[config.mk]
export PLATFORM = sky130hd
export DESIGN_NAME = par_slot_inserter
export DESIGN_NICKNAME = d
export VERILOG_FILES = /design/src/rtl/pis_pkg.sv /design/src/rtl/pis_slot_tracker.sv /design/src/rtl/pis_parity_acc.sv /design/src/rtl/pis_out_stage.sv /design/src/rtl/par_slot_inserter.sv
export SDC_FILE = /design/constraint.sdc
export NUM_CORES = 1
export LEC_CHECK = 0
export ABC_AREA = 1
export BUFFER_PORTS_ARGS = -buffer_cell sky130_fd_sc_hd__buf_2
export CORE_AREA = 2 2 39 41
export DETAILED_ROUTE_END_ITERATION = 10
export DIE_AREA = 0 0 41 43
export GPL_ROUTABILITY_DRIVEN = 1
export GPL_TIMING_DRIVEN = 0
export HOLD_SLACK_MARGIN = 0.02
export MAX_ROUTING_LAYER = met4
export PLACE_DENSITY_LB_ADDON = 0.1
export SETUP_SLACK_MARGIN = 0.15
export SLEW_MARGIN = 20
export SYNTH_ARGS = -nofsm -noshare
export SYNTH_HDL_FRONTEND = slang
export SYNTH_SLANG_ARGS = --single-unit
export TNS_END_PERCENT = 50
[constraint.sdc]
create_clock -name clk -period 1 [get_ports clk]
set_input_delay 0.1 -clock clk [delete_from_list [all_inputs] [get_ports clk]]
set_output_delay 0.1 -clock clk [all_outputs]
set_load 0.005 [all_outputs]
[src/rtl/pis_pkg.sv]
package pis_pkg;

  typedef enum logic [0:0] {
    PH_DATA = 1'b0,
    PH_SLOT = 1'b1
  } phase_t;

  // one step of the running even-parity accumulation
  function automatic logic par_step(input logic acc, input logic din);
    return acc ^ din;
  endfunction

  // wrap-around advance of the message bit index
  function automatic int unsigned pos_step(input int unsigned cur, input int unsigned last);
    return (cur == last) ? 0 : cur + 1;
  endfunction

endpackage

[src/rtl/pis_slot_tracker.sv]
module pis_slot_tracker
  import pis_pkg::*;
#(
  parameter int MSG_BITS = 3,
  parameter int POS_W    = (MSG_BITS > 1) ? $clog2(MSG_BITS) : 1
) (
  input  logic clk,
  input  logic rst,
  input  logic take,
  output logic at_last,
  output logic in_slot
);

  localparam int unsigned LAST = MSG_BITS - 1;

  phase_t           phase_q;
  logic [POS_W-1:0] pos_q;

  assign in_slot = (phase_q == PH_SLOT);
  assign at_last = (phase_q == PH_DATA) && (pos_q == POS_W'(LAST));

  always_ff @(posedge clk) begin
    if (rst) begin
      phase_q <= PH_DATA;
      pos_q   <= '0;
    end else if (in_slot) begin
      phase_q <= PH_DATA;
    end else if (take) begin
      pos_q <= POS_W'(pos_step(int'(pos_q), LAST));
      if (at_last) phase_q <= PH_SLOT;
    end
  end

endmodule

[src/rtl/pis_parity_acc.sv]
module pis_parity_acc
  import pis_pkg::*;
(
  input  logic clk,
  input  logic rst,
  input  logic clr,
  input  logic take,
  input  logic din,
  output logic par
);

  always_ff @(posedge clk) begin
    if (rst || clr) par <= 1'b0;
    else if (take)  par <= par_step(par, din);
  end

endmodule

[src/rtl/pis_out_stage.sv]
module pis_out_stage (
  input  logic clk,
  input  logic rst,
  input  logic slot,
  input  logic par,
  input  logic take,
  input  logic din,
  output logic q_bit,
  output logic q_valid
);

  always_ff @(posedge clk) begin
    if (rst) begin
      q_bit   <= 1'b0;
      q_valid <= 1'b0;
    end else if (slot) begin
      q_bit   <= par;
      q_valid <= 1'b1;
    end else if (take) begin
      q_bit   <= din;
      q_valid <= 1'b1;
    end else begin
      q_bit   <= 1'b0;
      q_valid <= 1'b0;
    end
  end

endmodule

[src/rtl/par_slot_inserter.sv]
module par_slot_inserter #(
  parameter int MSG_BITS = 3
) (
  input  logic clk,
  input  logic rst,
  input  logic in_bit,
  input  logic in_valid,
  output logic in_ready,
  output logic out_bit,
  output logic out_valid
);

  localparam int POS_W = (MSG_BITS > 1) ? $clog2(MSG_BITS) : 1;

  // named internal events, observed by the bound checker
  logic acc_evt;
  logic last_evt;
  logic slot_evt;
  logic at_last;
  logic run_par;

  assign in_ready = !slot_evt;
  assign acc_evt  = in_valid && in_ready;
  assign last_evt = acc_evt && at_last;

  pis_slot_tracker #(.MSG_BITS(MSG_BITS), .POS_W(POS_W)) u_trk (
    .clk     (clk),
    .rst     (rst),
    .take    (acc_evt),
    .at_last (at_last),
    .in_slot (slot_evt)
  );

  pis_parity_acc u_par (
    .clk  (clk),
    .rst  (rst),
    .clr  (slot_evt),
    .take (acc_evt),
    .din  (in_bit),
    .par  (run_par)
  );

  pis_out_stage u_out (
    .clk     (clk),
    .rst     (rst),
    .slot    (slot_evt),
    .par     (run_par),
    .take    (acc_evt),
    .din     (in_bit),
    .q_bit   (out_bit),
    .q_valid (out_valid)
  );

endmodule

==> metrics.cfg <==
[sta]
final.min_clock_period_ns = 0.8469
fmax_mhz = 1181
finalHoldViolations = 0
tightest_slew_ns = 0.1359
finalSetupViolCount = 0
rsz0062_at_grt = true
slew_viol_final = 0
layout_setup_ws_ns = 0.1531
setup_tns_ns = 0
period_share_pct = 84.69
worst_slew_margin_rel_pct = 90.93
finClkSkew_ns = 0.0005356

[yosys]
synth_commonest_cells = nand2_1, dfxtp_1, nor2_1, inv_1
synth_top_cell_by_area = dfxtp_1
netlist_instances = 34
yosysWarnings = 0
synth_fa_ha_area_share_pct = 0
syn_area_per_cell_sq_um = 7.139
synth_nets = 38
synth.most_common_cell = nand2_1
synth_compound_area_share_pct = 7.732
synth-main-ff-cell = dfxtp_1
synth-xor-area-share_pct = 0
synth_edf_count = 0
async_reset_ff_share_pct = 0
synth_top_family_by_area = simple AND/OR/NAND/NOR gates
syn-cell-area_sq_um = 242.7
yosysSeqAreaShare_pct = 49.48
synthSimpleGateAreaFrac_pct = 33.51
synth.area.top_cells = dfxtp_1, nand2_1, nor2_1
synth_top_area_share_pct = 49.48
synthMuxAreaShare_pct = 0
ys_seq_elements = 6
netlist-cell-type-count = 12

[setup_path]
crit_path_cell_trace = inv_4 -> buf_6
critPathMaxFanout = 5
crit_path_start_kind = register
cp_slowest_cell = dfxtp_4
critPathKind = register to output port
crit_buf_inv = 2
critPathArrivalTime_ns = 0.75
rrSetupSlack_ns = 0.19
slowest_delay_ns = 0.36
crit_path_end_kind = output port
path_delay_family = flip-flops
required_ns = 0.90

[layout]
post_layout_nonfiller_instances = 60
finalInstanceArea_sq_um = 337.8
post-route-util_pct = 24.41
drive_above_1_share_pct = 38.64
area_growth_pct = 39.18
antennaDiodeCount = 0
fin_nets = 50

[floorplan]
die_w_um = 41
io_pins = 7
rows = 14
core_sq_um = 1384
die_y_um = 43
dieArea_sq_um = 1763
start_util_pct = 17.54

[clock_tree]
cts_sinks = 6
clk_latency_ns = 0.24
root_buffer = clkbuf_4
h-tree-depth = 1
clock_path_buffers = 2
cts_tree = built
cts_made_buffers = 3
path_clk_slew_ns = 0.04
hold_buffers = 0

[drt]
antenna_left = 0
post_drt_wl_per_cell_um = 7.333
firstDrtPassIters = 2
drt_iter0_markers = 5
drc = 0
wl_um = 440
via_per_inst = 3.783
vias = 227

[power_and_ir_drop]
pwr-share-comb_pct = 11.3
clkPwrFrac_pct = 39.6
powerDensity_nw_per_um2 = 1593
power.switching_w = 0.0001219
swShare_pct = 22.65
pwr-share-seq_pct = 49.0
ir_worst_vdd_uv = 334.3
p_int_w = 0.0004162
cellLeakagePower_nw = 0.1616

[place]
place_ws_ns = 0.2041
dp.cells = 56
globalplace.congestion = 0.5947
dpl.hpwl_um = 366.9
portBuffers = 6
placed_area_sq_um = 292.8

[grt]
antenna_found_initial = 0
first_global_vias = 189
grt_pass1_wl_um = 683
globalRouteOverflowTotal = 0
grt.total_usage_pct = 6.591
grt_max_degree = 6

[flow_run]
cap_viol_max_count = 0

[outcome]
run_status = finished, final reports clean

[hold_path]
min_path_type = input port to register

## worst paths after layout
| kind | cells past startpoint | to | startpoint |
|---|---|---|---|
| worst max register to register | 4 | u_trk.in_slot | u_trk.in_slot |
| worst min register to register | 2 | u_trk.in_slot | u_trk.pos_q[1] |
| worst min-delay path | 2 | u_trk.pos_q[0] | rst |
| worst max-delay path | 2 | in_ready | u_trk.in_slot |
## stage by stage
stage / hold slack, ns / power, W
final: 0.08827 / 0.0005380
after global routing: 0.07828 / 0.0005788
after CTS: 0.07700 / 0.0005537
after detailed placement: 0.3318 / 0.0003275
after global placement: 0.3345 / 0.0003267
after floorplan: 0.1624 / 0.0003047
## kinds of logic after synthesis
logic type | count (synthesis)
simple gates | 19
flops | 6
compound gates | 3
buf+inv | 6
## state kept, by name, indices dropped and copies added, names as in the netlist
name / flops
u_out.q_bit: 1
u_par.par: 1
u_out.q_valid: 1
u_trk.pos_q: 2
u_trk.in_slot: 1
## layout make-up
cell class                      count  area [sq um]
Timing Repair Buffer                7         43.79
Multi-Input combinational cell     22         102.6
Fill cell                         161          1046
Tap cell                           16         20.02
Inverter                            6         25.02
Sequential cell                     6         123.9
Clock buffer                        3         22.52
## repair_timing
action / 4_1_cts / 5_1_grt
resized for setup: 1 / 4
endpoints found under the setup margin: 1 / 2
buffers inserted: 1 / 0
## cells in the final DEF (no fill, tap or decap), drive strengths merged
cell type  synthesis  final
dfxtp              6      6
nor3               1      1
inv                6      6
nand2             10     10
clkbuf             0      3
nand4              1      1
a21oi              3      3
buf                0      7
nor2               6      6
nand3              1      1
## power groups by stage
stage	Combinational (W)	Sequential, W	Clock, W
finish	0.0000611	0.000264	0.000213
global route	0.0000696	0.000266	0.000243
CTS	0.0000599	0.000265	0.000229
detailed placement	0.0000580	0.000270	0
global placement	0.0000574	0.000269	0
floorplan	0.0000364	0.000268	0
## routing by layer
layer / up-vias / track usage (%) / part of all wire [%]
li1: 127 / - / -
met1: 90 / 7.419 / 46
met2: 8 / 7.187 / 39
met3: 2 / 3.141 / 11
met4: 0 / 8.000 / 3.4
met5: - / - / 0
(Power assumes the default switching activity.)
